## src/rtl/tdm_pkg.sv

```systemverilog
package tdm_pkg;
  localparam int DEF_SLOTS         = 32;
  localparam int DEF_SLOT_BITS     = 8;
  localparam int DEF_CH            = 4;
  localparam int DEF_CLKS_PER_BIT  = 2;
  localparam int DEF_STAT_CH       = 1;
  localparam int DEF_HALF_BIT      = 0;

  function automatic int frame_clks(int slots, int bits, int cpb);
    return slots * bits * cpb;
  endfunction

  function automatic int owned_clks(int ch, int bits, int cpb);
    return ch * bits * cpb;
  endfunction
endpackage

```

## src/rtl/tdm_timebase.sv

```systemverilog
module tdm_timebase
  import tdm_pkg::*;
#(
  parameter int NUM_SLOTS    = DEF_SLOTS,
  parameter int SLOT_BITS    = DEF_SLOT_BITS,
  parameter int NUM_CH       = DEF_CH,
  parameter int CLKS_PER_BIT = DEF_CLKS_PER_BIT,
  parameter int CNT_W        = $clog2(frame_clks(NUM_SLOTS, SLOT_BITS, CLKS_PER_BIT))
) (
  input  logic             clk,
  input  logic             rst,
  input  logic             frame_n,
  input  logic             half_in,
  output logic [CNT_W-1:0] cnt_q,
  output logic [CNT_W-1:0] cnt_nxt,
  output logic             frame_start,
  output logic             half_q,
  output logic             half_nxt,
  output logic             dly_frame_n
);
  localparam int FRAME_LEN = frame_clks(NUM_SLOTS, SLOT_BITS, CLKS_PER_BIT);
  localparam logic [CNT_W-1:0] LAST_CLK = CNT_W'(FRAME_LEN - 1);
  localparam logic [CNT_W-1:0] HAND_OFF = CNT_W'(owned_clks(NUM_CH, SLOT_BITS, CLKS_PER_BIT));

  logic fp_low;

  always_comb begin
    fp_low = !frame_n;
    if (fp_low) begin
      cnt_nxt = '0;
    end else if (cnt_q == LAST_CLK) begin
      cnt_nxt = '0;
    end else begin
      cnt_nxt = cnt_q + 1'b1;
    end
    frame_start = (cnt_nxt == '0);
    half_nxt    = fp_low ? half_in : half_q;
  end

  always_ff @(posedge clk) begin
    if (rst) begin
      cnt_q       <= '0;
      half_q      <= 1'b0;
      dly_frame_n <= 1'b1;
    end else begin
      cnt_q       <= cnt_nxt;
      half_q      <= half_nxt;
      dly_frame_n <= (cnt_nxt != HAND_OFF);
    end
  end
endmodule

```

## src/rtl/tdm_rx_deser.sv

```systemverilog
module tdm_rx_deser
  import tdm_pkg::*;
#(
  parameter int NUM_SLOTS    = DEF_SLOTS,
  parameter int SLOT_BITS    = DEF_SLOT_BITS,
  parameter int NUM_CH       = DEF_CH,
  parameter int CLKS_PER_BIT = DEF_CLKS_PER_BIT,
  parameter int CNT_W        = $clog2(frame_clks(NUM_SLOTS, SLOT_BITS, CLKS_PER_BIT))
) (
  input  logic                        clk,
  input  logic                        rst,
  input  logic [CNT_W-1:0]            cnt_q,
  input  logic                        ser_din,
  output logic [NUM_CH*SLOT_BITS-1:0] rx_bytes,
  output logic                        rx_valid
);
  localparam int PH_W   = $clog2(CLKS_PER_BIT);
  localparam int BIT_W  = $clog2(SLOT_BITS);
  localparam int SLOT_W = CNT_W - PH_W - BIT_W;
  localparam int CH_W   = $clog2(NUM_CH);
  localparam logic [PH_W-1:0]   SAMPLE_PH = PH_W'(CLKS_PER_BIT / 2 - 1);
  localparam logic [BIT_W-1:0]  LAST_BIT  = BIT_W'(SLOT_BITS - 1);
  localparam logic [SLOT_W-1:0] OWN_END   = SLOT_W'(NUM_CH);
  localparam logic [SLOT_W-1:0] LAST_CH   = SLOT_W'(NUM_CH - 1);

  logic [PH_W-1:0]      phase_c;
  logic [BIT_W-1:0]     bit_c;
  logic [SLOT_W-1:0]    slot_c;
  logic                 sample_en;
  logic                 byte_done;
  logic [SLOT_BITS-1:0] shift_q;
  logic [SLOT_BITS-1:0] shift_nxt;
  logic [SLOT_BITS-1:0] stage_q [NUM_CH];
  logic [NUM_CH*SLOT_BITS-1:0] word_q;
  logic                 valid_q;

  always_comb begin
    phase_c   = cnt_q[PH_W-1:0];
    bit_c     = cnt_q[PH_W +: BIT_W];
    slot_c    = cnt_q[CNT_W-1 -: SLOT_W];
    sample_en = (phase_c == SAMPLE_PH) && (slot_c < OWN_END);
    byte_done = sample_en && (bit_c == LAST_BIT);
    shift_nxt = {shift_q[SLOT_BITS-2:0], ser_din};
  end

  always_ff @(posedge clk) begin
    if (rst) begin
      shift_q <= '0;
      for (int k = 0; k < NUM_CH; k++) stage_q[k] <= '0;
    end else if (sample_en) begin
      shift_q <= shift_nxt;
      if (byte_done) stage_q[slot_c[CH_W-1:0]] <= shift_nxt;
    end
  end

  genvar g;
  generate
    for (g = 0; g < NUM_CH; g++) begin : g_lane
      always_ff @(posedge clk) begin
        if (rst) begin
          word_q[g*SLOT_BITS +: SLOT_BITS] <= '0;
        end else if (byte_done && (slot_c == LAST_CH)) begin
          if (g == NUM_CH - 1) begin
            word_q[g*SLOT_BITS +: SLOT_BITS] <= shift_nxt;
          end else begin
            word_q[g*SLOT_BITS +: SLOT_BITS] <= stage_q[g];
          end
        end
      end
    end
  endgenerate

  always_ff @(posedge clk) begin
    if (rst) begin
      valid_q <= 1'b0;
    end else begin
      valid_q <= byte_done && (slot_c == LAST_CH);
    end
  end

  assign rx_bytes = word_q;
  assign rx_valid = valid_q;
endmodule

```

## src/rtl/tdm_tx_ser.sv

```systemverilog
module tdm_tx_ser
  import tdm_pkg::*;
#(
  parameter int NUM_SLOTS    = DEF_SLOTS,
  parameter int SLOT_BITS    = DEF_SLOT_BITS,
  parameter int NUM_CH       = DEF_CH,
  parameter int CLKS_PER_BIT = DEF_CLKS_PER_BIT,
  parameter int STAT_CH      = DEF_STAT_CH,
  parameter int HALF_BIT     = DEF_HALF_BIT,
  parameter int CNT_W        = $clog2(frame_clks(NUM_SLOTS, SLOT_BITS, CLKS_PER_BIT))
) (
  input  logic                        clk,
  input  logic                        rst,
  input  logic [CNT_W-1:0]            cnt_nxt,
  input  logic                        frame_start,
  input  logic                        half_nxt,
  input  logic [NUM_CH*SLOT_BITS-1:0] tx_bytes,
  output logic                        ser_dout,
  output logic                        ser_oe
);
  localparam int PH_W   = $clog2(CLKS_PER_BIT);
  localparam int BIT_W  = $clog2(SLOT_BITS);
  localparam int SLOT_W = CNT_W - PH_W - BIT_W;
  localparam int CH_W   = $clog2(NUM_CH);
  localparam logic [SLOT_W-1:0] OWN_END   = SLOT_W'(NUM_CH);
  localparam logic [SLOT_W-1:0] STAT_SLOT = SLOT_W'(STAT_CH);
  localparam logic [BIT_W-1:0]  MSB_IDX   = BIT_W'(SLOT_BITS - 1);

  logic [NUM_CH*SLOT_BITS-1:0] hold_q;
  logic [NUM_CH*SLOT_BITS-1:0] src_word;
  logic [SLOT_W-1:0]           slot_n;
  logic [BIT_W-1:0]            bit_n;
  logic [BIT_W-1:0]            bit_idx;
  logic [SLOT_BITS-1:0]        cur_byte;
  logic                        own_n;
  logic                        dout_q;
  logic                        oe_q;

  always_comb begin
    src_word = frame_start ? tx_bytes : hold_q;
    slot_n   = cnt_nxt[CNT_W-1 -: SLOT_W];
    bit_n    = cnt_nxt[PH_W +: BIT_W];
    bit_idx  = MSB_IDX - bit_n;
    own_n    = (slot_n < OWN_END);
    cur_byte = src_word[slot_n[CH_W-1:0]*SLOT_BITS +: SLOT_BITS];
    if (slot_n == STAT_SLOT) cur_byte[HALF_BIT] = half_nxt;
  end

  always_ff @(posedge clk) begin
    if (rst) begin
      hold_q <= '0;
      dout_q <= 1'b0;
      oe_q   <= 1'b0;
    end else begin
      if (frame_start) hold_q <= tx_bytes;
      dout_q <= own_n & cur_byte[bit_idx];
      oe_q   <= own_n;
    end
  end

  assign ser_dout = dout_q;
  assign ser_oe   = oe_q;
endmodule

```

## src/rtl/tdm_port.sv

```systemverilog
module tdm_port
  import tdm_pkg::*;
#(
  parameter int NUM_SLOTS    = DEF_SLOTS,
  parameter int SLOT_BITS    = DEF_SLOT_BITS,
  parameter int NUM_CH       = DEF_CH,
  parameter int CLKS_PER_BIT = DEF_CLKS_PER_BIT,
  parameter int STAT_CH      = DEF_STAT_CH,
  parameter int HALF_BIT     = DEF_HALF_BIT
) (
  input  logic                        clk,
  input  logic                        rst,
  input  logic                        frame_n,
  input  logic                        half_in,
  input  logic                        ser_din,
  input  logic [NUM_CH*SLOT_BITS-1:0] tx_bytes,
  output logic                        ser_dout,
  output logic                        ser_oe,
  output logic                        dly_frame_n,
  output logic [NUM_CH*SLOT_BITS-1:0] rx_bytes,
  output logic                        rx_valid,
  output logic                        half_flag
);
  localparam int CNT_W = $clog2(frame_clks(NUM_SLOTS, SLOT_BITS, CLKS_PER_BIT));

  logic [CNT_W-1:0] cnt_q;
  logic [CNT_W-1:0] cnt_nxt;
  logic             frame_start;
  logic             half_q;
  logic             half_nxt;

  tdm_timebase #(
    .NUM_SLOTS(NUM_SLOTS), .SLOT_BITS(SLOT_BITS), .NUM_CH(NUM_CH),
    .CLKS_PER_BIT(CLKS_PER_BIT), .CNT_W(CNT_W)
  ) tb_i (
    .clk(clk), .rst(rst), .frame_n(frame_n), .half_in(half_in),
    .cnt_q(cnt_q), .cnt_nxt(cnt_nxt), .frame_start(frame_start),
    .half_q(half_q), .half_nxt(half_nxt), .dly_frame_n(dly_frame_n)
  );

  tdm_rx_deser #(
    .NUM_SLOTS(NUM_SLOTS), .SLOT_BITS(SLOT_BITS), .NUM_CH(NUM_CH),
    .CLKS_PER_BIT(CLKS_PER_BIT), .CNT_W(CNT_W)
  ) rx_i (
    .clk(clk), .rst(rst), .cnt_q(cnt_q), .ser_din(ser_din),
    .rx_bytes(rx_bytes), .rx_valid(rx_valid)
  );

  tdm_tx_ser #(
    .NUM_SLOTS(NUM_SLOTS), .SLOT_BITS(SLOT_BITS), .NUM_CH(NUM_CH),
    .CLKS_PER_BIT(CLKS_PER_BIT), .STAT_CH(STAT_CH), .HALF_BIT(HALF_BIT),
    .CNT_W(CNT_W)
  ) tx_i (
    .clk(clk), .rst(rst), .cnt_nxt(cnt_nxt), .frame_start(frame_start),
    .half_nxt(half_nxt), .tx_bytes(tx_bytes),
    .ser_dout(ser_dout), .ser_oe(ser_oe)
  );

  assign half_flag = half_q;
endmodule

```

## config.mk

```make
export PLATFORM = sky130hd
export DESIGN_NAME = tdm_port
export DESIGN_NICKNAME = d
export VERILOG_FILES = /design/src/rtl/tdm_pkg.sv /design/src/rtl/tdm_timebase.sv /design/src/rtl/tdm_rx_deser.sv /design/src/rtl/tdm_tx_ser.sv /design/src/rtl/tdm_port.sv
export SDC_FILE = /design/constraint.sdc
export NUM_CORES = 1
export LEC_CHECK = 0
export BUFFER_PORTS_ARGS = -buffer_cell sky130_fd_sc_hd__clkbuf_2
export CORE_UTILIZATION = 56
export DETAILED_ROUTE_END_ITERATION = 8
export PLACE_DENSITY = 0.78
export SYNTH_ARGS = -nofsm -noshare
export SYNTH_HDL_FRONTEND = slang
export SYNTH_SLANG_ARGS = --single-unit
```

## constraint.sdc

```tcl
create_clock -name clk -period 4.6 [get_ports clk]
set_input_delay 0.46 -clock clk [delete_from_list [all_inputs] [get_ports clk]]
set_output_delay 0.46 -clock clk [all_outputs]
set_load 0.01 [all_outputs]
```

; ---- Word level (Yosys, flattened, before mapping)
; Memory sizes are Yosys's and may differ from the RTL's. A register that Yosys moved wholly into a read port is not among the register bits.
; Index checks and enable logic that the tools add are counted.
[totals]
reg_bits = 61
mem_bits_rw = 32
out_inout_bits = 37
elab_cells = 44
mem_count = 1
[memory_table]
columns = name, words, width, rd, rd_clocked_by_memory_dff, write_ports, line_no
row1 = rx_i.stage_q, 4, 8, 3, 3, 4, tdm_rx_deser.sv:33  ; logic [SLOT_BITS-1:0] stage_q [NUM_CH];
[op_classes]
addsub = 2
magnitude_cmp = 3
n_eq_ne = 5
n_shift = 1
muxes = 16
bitwise_logic = 2
reduce_logical = 5
[op_table]
columns = op, count
row1 = $mux 32, 1
row2 = $shiftx 32x6->8, 1
row3 = $mux 9, 2
row4 = $lt 5x3->1 const B, 2
row5 = $mux 1, 10
row6 = $add 9x1->9 const B, 1
row7 = $eq 9x9->1 const B, 1
row8 = $logic_not 9->1, 1
row9 = $ne 9x7->1 const B, 1
row10 = $mux 8, 1
row11 = $reduce_or 8->1, 1
row12 = $eq 5x1->1 const B, 1
row13 = $eq 5x2->1 const B, 1
row14 = $lt 3x4->1 const B, 1
row15 = $bmux 1 s3, 1
row16 = $eq 3x3->1 const B, 1
row17 = $logic_and 1x1->1, 3
row18 = $sub 3x3->3 const A, 1
row19 = $mux 2, 1
row20 = $and 1x1->1, 1
row21 = $not 1->1, 1

; ---- Logic depth before layout (Yosys ltp)
; Gate-level depths: netlist of the first run.
[depth]
depth_word = 10
ltp_mapped = 15

; ---- By module
; A second synthesis of the first run with hierarchy kept.
[hier_totals]
hier_cells = 456
area_unflattened_um2 = 5043.6
[by_module_without_submodules]
columns = module, instances, cells_per_inst, area_each_um2
row1 = tdm_rx_deser, 1, 223, 2641.3
row2 = tdm_tx_ser, 1, 169, 1828.0
row3 = tdm_timebase, 1, 64, 574.3

; ---- Worst setup path after synthesis of the first run
; Ideal clock, no wire load.
[synth_path]
path_kind = reg2reg
startpoint = register tb_i.cnt_q[0]
endpoint = register tx_i.dout_q, in the netlist tx_i.ser_dout
arrival_ns = 3.258
t_required_ns = 4.482
slack_ns = 1.224
path_stages_with_launch = 16
n_path_buf = 2
period_less_slack_ns = 3.376
cell_sequence = dfxtp_1 ha_1 and3_1 buf_4 and3_1 and3_1 ha_1 and3b_1 mux2i_1 buf_2 mux2_2 o221ai_1 o21ba_2 a211o_1 a31o_1 o2111a_1
[synth_between]
elab_chain_cells = 10
[synth_rtl]
columns = element, line_no
row1 = from (decl), tdm_timebase.sv:14  ; output logic [CNT_W-1:0] cnt_q,
row2 = from (signal assigned), tdm_timebase.sv:46  ; cnt_q <= cnt_nxt;
row3 = $add 9x1->9 or $eq 9x9->1 (tied branches), "tdm_timebase.sv:34, tdm_timebase.sv:31"
row4 = $mux 9 (*), tdm_timebase.sv:31  ; end else if (cnt_q == LAST_CLK) begin
row5 = $mux 9 (*), tdm_timebase.sv:29  ; if (fp_low) begin
row6 = $logic_not 9->1, tdm_timebase.sv:36  ; frame_start = (cnt_nxt == '0);
row7 = $mux 32, -
row8 = $shiftx 32x6->8, tdm_tx_ser.sv:45  ; cur_byte = src_word[slot_n[CH_W-1:0]*SLOT_BITS +: SLOT_BITS];
row9 = $mux 1, tdm_tx_ser.sv:46  ; if (slot_n == STAT_SLOT) cur_byte[HALF_BIT] = half_nxt;
row10 = $bmux 1 s3, tdm_tx_ser.sv:56  ; dout_q <= own_n & cur_byte[bit_idx];
row11 = $mux 1 (not written as such), tdm_tx_ser.sv:56
row12 = $and 1x1->1 (*), tdm_tx_ser.sv:56
row13 = to (signal assigned), tdm_tx_ser.sv:56
row14 = to (decl), tdm_tx_ser.sv:36  ; logic dout_q;
; Mark *: on every way between the ends. The rest lies on a longest branch, timed or not. The select of a mux whose other input is x is not followed.
; A chain may end at the register's enable or synchronous reset.

; ---- Final worst setup path of the first run
[layout_path]
startpoint = register tb_i.cnt_q[0]
endpoint = register tx_i.hold_q[24]
[layout_between]
elab_chain_cells = 5
[layout_rtl]
columns = element, line_no
row1 = $add 9x1->9 or $eq 9x9->1 (tied branches), "tdm_timebase.sv:34, tdm_timebase.sv:31"
row2 = $mux 9 (*), tdm_timebase.sv:31
row3 = $mux 9 (*), tdm_timebase.sv:29
row4 = $logic_not 9->1 (*), tdm_timebase.sv:36
row5 = $mux 32 (*), -
row6 = to (signal assigned), tdm_tx_ser.sv:55  ; if (frame_start) hold_q <= tx_bytes;
row7 = to (decl), tdm_tx_ser.sv:29  ; logic [NUM_CH*SLOT_BITS-1:0] hold_q;
; Mark *: on every way between the ends. The rest lies on a longest branch, timed or not.

==> results_dict.tcl, run 1 <==
set metrics [dict create \
    global_route_wire_length_before_repair_mm 15.2 \
    crit_path_top_delay_cell "sky130_fd_sc_hd__dfxtp_1" \
    total_via_count_after_detailed_routing 3404 \
    floorplan.rows 32 \
    cts.hold.buffers_added 0 \
    postCtsResizedCells 0 \
    min_period_over_period_pct 86.3 \
    grt_use_total_pct 23.1 \
    ys_ff_latch 109 \
    drive_gt1_share_pct 20.4 \
    postSynthCellCount 459 \
    fin_tns_setup_ps 0 \
    drt_drc_violations_left 0 \
    timing.critical_path.arrival_ps 4200 \
    p_seq_share_pct 60.6 \
    path_class "flop to flop" \
    holdWs_ps 320 \
    detailedPlacementHpwl_mm 6.62 \
    worst_pin_slew_ps 1110 \
    syn_area_mm2 0.00448 \
    tritoncts "yes" \
    initial_utilization_pct 58.0 \
    timing.critical_path.mode_cell "sky130_fd_sc_hd__and3_1" \
    p_leak_nw 2.19 \
    mapped_avg_cell_area_um2 9.77 \
    clock_sink_count 109 \
    combinational_share_of_power_pct 7.2 \
    postLayoutSetupSlackWorst_ps 628 \
    io_buffer_count 73 \
    cts.htree.levels 3 \
    power_density_mw_per_mm2 333 \
    wl_mm 9.12 \
    worst_ep_required_time_ps 4830 \
    ys_dominant_reg_cell "sky130_fd_sc_hd__dfxtp_1" \
    num_antenna_cells 0 \
    synth-async-reset-ratio_pct 0 \
    intPower_mw 1.27 \
    drt-initial-drc-count 177 \
    wl_per_cell_um 14.6 \
    status "finished, final reports clean" \
    insertion_delay_ps 370 \
    timing.max_cap.violations 0 \
    worst_setup_hold_path_clk_slew_ps 100 \
    synthesis.nets 498 \
    hold_violations 0 \
    clkPwrFrac_pct 32.3 \
    rsz0062_at_grt "no" \
    root_buffer "sky130_fd_sc_hd__clkbuf_8" \
    boundaryPins 74 \
    fin_skew_ps 10.8 \
    globalRoute.totalOverflow 0 \
    pre_cts_slack_ps 694 \
    timing.critical_path.fanout_max 20 \
    end_kind "flop" \
    ant_nets 0 \
    grt_antenna_before_repair 0 \
    vias_in_the_first_global_route 3240 \
    maximum_number_of_pins_on_one_net_before_global_route_repair 86 \
    seq_area_frac_synth_pct 54.0 \
    cts.path.max_buffers 2 \
    most_common_library_cell_in_the_layout_ignoring_fill_and_taps "sky130_fd_sc_hd__dfxtp_1" \
    setup_viol 0 \
    synth-edff-count 24 \
    detailed_place.area_mm2 0.00489 \
    cell_variety_after_synth 51 \
    post-route-cell-area_mm2 0.00508 \
    gp_congestion 0.902 \
    core_mm2 0.00773 \
    die_area_mm2 0.00837 \
    timing.hold.worst.class "input pin to flop" \
    cts_setup_buffers 0 \
    vias_per_cell 5.43 \
    synth.yosys.warnings 0 \
    max_clock_freq_mhz 252 \
    design.final.nets 559 \
    swShare_pct 24.9 \
    first_pass_iters 4 \
    area_growth_pct 13.4 \
    crit_start_category "flop" \
    drv_slew 0 \
    vdd_drop_max_v 0.000223 \
    hold_path_depth 3 \
    finalWorstPathRequiredPeriod_ps 3970 \
    die_width_um 91.5 \
    p_sw_uw 421 \
    r2r.worst_path.cells 13 \
    critPathMaxStageDelay_ps 490 \
    mostFrequentLayoutCells "sky130_fd_sc_hd__dfxtp_1, sky130_fd_sc_hd__clkbuf_2, sky130_fd_sc_hd__nand2_1, sky130_fd_sc_hd__nor2_1, sky130_fd_sc_hd__mux2i_1" \
    tritoncts.num_buffers 9 \
    cp_cell_sequence "ha_1 > and3_1 > and3_1 > and3_1 > ha_1 > nand2b_1 > a32o_1 > nand2_1 > nor3_4 > buf_4 > buf_4 > mux2i_1 > nor2_1" \
    die_y_um 91.5 \
    slew_headroom_pct 26.0 \
]
-- routing by layer --
layer | part of all wire (%) | GRT usage (%) | vias up
met5 | 0 | 0 | -
met1 | 42 | 27.2 | 1573
met4 | 3.7 | 13.1 | 0
met3 | 4.7 | 4.36 | 27
li1 | - | - | 1698
met2 | 49 | 39.3 | 106
-- power by group through the flow --
stage / Sequential (mW) / Clock, mW / Combinational (mW)
6_report: 1.03 / 0.546 / 0.121
3_5_place_dp: 1.05 / 0 / 0.120
4_1_cts: 1.02 / 0.555 / 0.121
5_1_grt: 1.03 / 0.596 / 0.134
3_3_place_gp: 1.05 / 0 / 0.116
2_1_floorplan: 1.04 / 0 / 0.0825
-- flip-flops by register name (all words and copies together), names as in the netlist --
register	count
tx_i.ser_oe	1
rx_i.stage_q	24
tx_i.hold_q	32
tx_i.ser_dout	1
rx_i.rx_valid	1
tb_i.cnt_q	9
tb_i.dly_frame_n	1
rx_i.shift_q	7
tb_i.half_q	1
rx_bytes	24
rx_i.rx_bytes	8
-- area by class of cell --
cell class,count,area [µm²]
flip-flops and latches,109,2420
well taps,102,128
clock inverters,7,67.6
fillers,625,2640
multi-input cells,316,1920
inverters,7,26.3
clock buffers,9,124
repair buffers,77,395
-- cell usage after synthesis (2+ instances only) --
master	count	area share (%)
sky130_fd_sc_hd__a211oi_1	2	0.33
sky130_fd_sc_hd__a21o_1	2	0.33
sky130_fd_sc_hd__a21oi_1	36	4.0
sky130_fd_sc_hd__a221oi_1	2	0.39
sky130_fd_sc_hd__a311o_1	2	0.45
sky130_fd_sc_hd__a311oi_2	3	1.0
sky130_fd_sc_hd__and2_1	25	3.5
sky130_fd_sc_hd__and3_1	3	0.42
sky130_fd_sc_hd__and3b_1	2	0.39
sky130_fd_sc_hd__buf_2	7	0.78
sky130_fd_sc_hd__clkbuf_1	18	1.5
sky130_fd_sc_hd__dfxtp_1	85	38
sky130_fd_sc_hd__edfxtp_1	24	16
sky130_fd_sc_hd__ha_1	2	0.56
sky130_fd_sc_hd__inv_1	7	0.59
sky130_fd_sc_hd__mux2_2	2	0.50
sky130_fd_sc_hd__mux2i_1	47	10
sky130_fd_sc_hd__nand2_1	71	5.9
sky130_fd_sc_hd__nand2b_1	2	0.28
sky130_fd_sc_hd__nand3_1	3	0.33
sky130_fd_sc_hd__nand4_1	3	0.42
sky130_fd_sc_hd__nor2_1	57	4.8
sky130_fd_sc_hd__nor3_1	9	1.0
sky130_fd_sc_hd__nor3b_1	3	0.50
sky130_fd_sc_hd__o21ai_0	7	0.78
sky130_fd_sc_hd__o221ai_1	2	0.39
sky130_fd_sc_hd__or2_2	5	0.70
sky130_fd_sc_hd__xnor2_1	3	0.59
sky130_fd_sc_hd__xor2_1	3	0.59
-- path summary, 6_finish.rpt --
check / slack [ps] / endpoint / from
min reg2reg: 460 / rx_bytes[8]$_SDFFE_PP0P_ / rx_bytes[8]$_SDFFE_PP0P_
max: 630 / tx_i.hold_q[24]$_SDFF_PP0_ / tb_i.cnt_q[0]$_SDFF_PP0_
min: 320 / tx_i.hold_q[28]$_SDFF_PP0_ / tx_bytes[28]
max reg2reg: 630 / tx_i.hold_q[24]$_SDFF_PP0_ / tb_i.cnt_q[0]$_SDFF_PP0_
-- cell families after synthesis --
| kind of cell | synth area share, % |
|---|---|
| and+or+nand+nor | 19.5 |
| DFF | 54.0 |
| AOI/OAI and AO/OA | 10.4 |
| muxes | 11.0 |
| buffers and inverters | 3.29 |
| xor gates and xnor gates | 1.17 |
| adders and majority gates | 0.558 |
-- metrics by stage --
step	std cells	power (mW)	utilization, %
after global routing	627	1.76	65.8
after CTS	627	1.70	65.8
after floorplan	459	1.12	-
final	627	1.69	65.8
after global placement	611	1.16	63.3
after detailed placement	611	1.17	63.3
-- critical path: cells and delay by family (launching register included) --
kind | cells | cell delay (ps)
adder cells (fa/ha/maj) | 2 | 530
flip-flops | 1 | 490
AND/OR/NAND/NOR | 7 | 1730
AO/OA/AOI/OAI | 1 | 210
multiplexers | 1 | 220
buffers and inverters | 2 | 630
Power figures use the tool's default switching activity.
==> run 2, diff against run 1 <==
--- a/config.mk
+++ b/config.mk
@@ -6,6 +6,7 @@
 export NUM_CORES = 1
 export LEC_CHECK = 0
 export BUFFER_PORTS_ARGS = -buffer_cell sky130_fd_sc_hd__clkbuf_2
+export CORE_ASPECT_RATIO = 0.6
 export CORE_UTILIZATION = 56
 export DETAILED_ROUTE_END_ITERATION = 8
 export PLACE_DENSITY = 0.78
==> run 2 against run 1 <==
First-iteration DRC count is 27% higher. Sequential share of layout area is 0.98 points lower. Register-to-register slack hardly changed. Combinational power hardly changed. Count of clock-buffer cells in the layout is 4 higher. Sequential power hardly changed. Core utilization is 3.3 points higher. Routed wire length is 9.1% higher. Clock skew is 5.4 ps lower. Hold slack better by 27 ps. Clock power is 32% higher. Flip-flop and latch count stayed put. Largest power group unchanged.
==> results_dict.tcl, run 2 (synthesis gave the netlist of run 1 again) <==
set metrics [dict create \
    status "finished, final reports clean" \
    core_mm2 0.00751 \
    boundaryPins 74 \
    global_route.peak_usage_layer "met1" \
    drt-initial-drc-count 224 \
    globalRoute.totalOverflow 0 \
    ff2ff_setup_slack_ps 640 \
    die_width_um 118 \
    fillers 575 \
    initial_utilization_pct 59.7 \
    min_period_over_period_pct 86.0 \
    worst_setup_hold_path_clk_slew_ps 70 \
    grt_use_total_pct 25.3 \
    power_density_mw_per_mm2 361 \
    ant_nets 0 \
    total_via_count_after_detailed_routing 3445 \
    r2r-end "tx_i.ser_dout$_SDFF_PP0_" \
    max_flop_register "tx_i.hold_q" \
    most_common_library_cell_in_the_layout_ignoring_fill_and_taps "sky130_fd_sc_hd__dfxtp_1" \
    hold_violations 0 \
    setup_viol 0 \
    postCtsResizedCells 0 \
    critPathMaxStageDelay_ps 580 \
    floorplan.rows 24 \
    drv_slew 0 \
    num_antenna_cells 0 \
    worst_pin_slew_ps 1200 \
    wl_mm 9.95 \
    r2r.worst_path.cells 13 \
    worst_ep_required_time_ps 4840 \
    design.final.nets 561 \
    globalRouteMet3Util_pct 8.44 \
    die_y_um 71.3 \
    root_buffer "sky130_fd_sc_hd__clkbuf_16" \
    drive_gt1_share_pct 20.1 \
    end_kind "flop" \
    tritoncts.num_buffers 9 \
    tritoncts "yes" \
    clock_sink_count 109 \
    finalWorstPathRequiredPeriod_ps 3960 \
    gp_congestion 0.906 \
    slew_headroom_pct 20.1 \
    timing.critical_path.mode_cell "sky130_fd_sc_hd__and3_1" \
    hold_path_end "tx_i.hold_q[6]$_SDFF_PP0_" \
    grtUsageMet2_pct 36.3 \
    crit_path_top_delay_cell "sky130_fd_sc_hd__mux2i_1" \
    grt_antenna_before_repair 0 \
    crit_start_category "flop" \
    max_clock_freq_mhz 253 \
    global_route_wire_length_before_repair_mm 16.3 \
    fin_skew_ps 5.43 \
    die_area_mm2 0.00838 \
    rr_startpoint "tb_i.cnt_q[0]$_SDFF_PP0_" \
    cts.path.max_buffers 2 \
    insertion_delay_ps 350 \
    path_class "flop to flop" \
    vdd_drop_max_v 0.000227 \
    io_buffer_count 73 \
    first_pass_iters 5 \
    p_leak_nw 2.24 \
    vias_in_the_first_global_route 3261 \
    drt_drc_violations_left 0 \
    cts_setup_buffers 0 \
    mostFrequentLayoutCells "sky130_fd_sc_hd__dfxtp_1, sky130_fd_sc_hd__clkbuf_2, sky130_fd_sc_hd__nand2_1, sky130_fd_sc_hd__nor2_1, sky130_fd_sc_hd__mux2i_1" \
    hold_path_depth 3 \
    wl_per_cell_um 15.8 \
    cts.htree.levels 3 \
    timing.critical_path.arrival_ps 4190 \
    timing.hold.worst.class "input pin to flop" \
    largest_register_ffs 32 \
    vias_per_cell 5.46 \
    area_growth_pct 15.8 \
    met1_usage_pct 36.6 \
    cts.hold.buffers_added 0 \
    timing.critical_path.fanout_max 7 \
    postLayoutCoreUtil_pct 69.2 \
    hp-start "tx_bytes[6]" \
    detailedPlacementHpwl_mm 7.15 \
    cp_cell_sequence "ha_1 > and3_1 > and3_1 > and3_1 > ha_1 > and3b_1 > mux2i_1 > mux2_2 > o221ai_1 > o21ba_2 > a211o_1 > a31o_1 > o2111a_1" \
    timing.max_cap.violations 0 \
    rsz0062_at_grt "no" \
    fin_tns_setup_ps 0 \
    maximum_number_of_pins_on_one_net_before_global_route_repair 86 \
]
run 2: power by group:
group          switching [mW]  total (mW)  internal (mW)
logic                  0.0672       0.121         0.0542
clock network           0.327       0.723          0.396
registers              0.0213        1.03           1.01
total                   0.415        1.87           1.46
run 2: how the worst max path moves through the flow:
stage	from	end	slack, ps	depth (start not counted)
2_1_floorplan	tb_i.cnt_q[0]$_SDFF_PP0_	tx_i.ser_dout$_SDFF_PP0_	1220	15
3_3_place_gp	tb_i.cnt_q[0]$_SDFF_PP0_	tx_i.ser_dout$_SDFF_PP0_	900	13
6_report	tb_i.cnt_q[0]$_SDFF_PP0_	tx_i.ser_dout$_SDFF_PP0_	640	13
3_5_place_dp	tb_i.cnt_q[0]$_SDFF_PP0_	tx_i.ser_dout$_SDFF_PP0_	710	13
5_1_grt	tb_i.cnt_q[0]$_SDFF_PP0_	tx_i.ser_dout$_SDFF_PP0_	450	13
4_1_cts	tb_i.cnt_q[0]$_SDFF_PP0_	tx_i.ser_dout$_SDFF_PP0_	670	13
run 2: critical path, delay by kind of cell (launching register included):
kind | cells | cell delay [ps]
AO/OA/AOI/OAI | 5 | 840
multiplexers | 2 | 990
flip-flops | 1 | 490
AND/OR/NAND/NOR | 4 | 1010
adder cells (fa/ha/maj) | 2 | 510
run 2: area by class of cell:
type | instances | area, µm² | share of cell area, %
clock inverters | 3 | 20.0 | 0.386
clock buffers | 13 | 260 | 5.01
well taps | 104 | 130 | 2.51
inverters | 7 | 26.3 | 0.506
multi-input cells | 316 | 1920 | 37.0
repair buffers | 79 | 410 | 7.91
flip-flops and latches | 109 | 2420 | 46.7
run 2: metal layers:
| layer | share of wire, % | up-vias |
|---|---|---|
| li1 | - | 1705 |
| met1 | 49 | 1620 |
| met2 | 41 | 111 |
| met3 | 8.6 | 9 |
| met4 | 0.94 | 0 |
| met5 | 0 | - |
run 2: through the flow:
step | worst slack (ps) | hold WS (ps) | area [µm²] | total power, mW | cells
after detailed placement | 712 | 448 | 4910 | 1.17 | 615
after floorplan | 1220 | 450 | 4480 | 1.12 | 459
after global placement | 895 | 444 | 4910 | 1.16 | 615
after global routing | 450 | 356 | 5190 | 1.94 | 631
final | 643 | 346 | 5190 | 1.87 | 631
after CTS | 670 | 341 | 5190 | 1.88 | 631
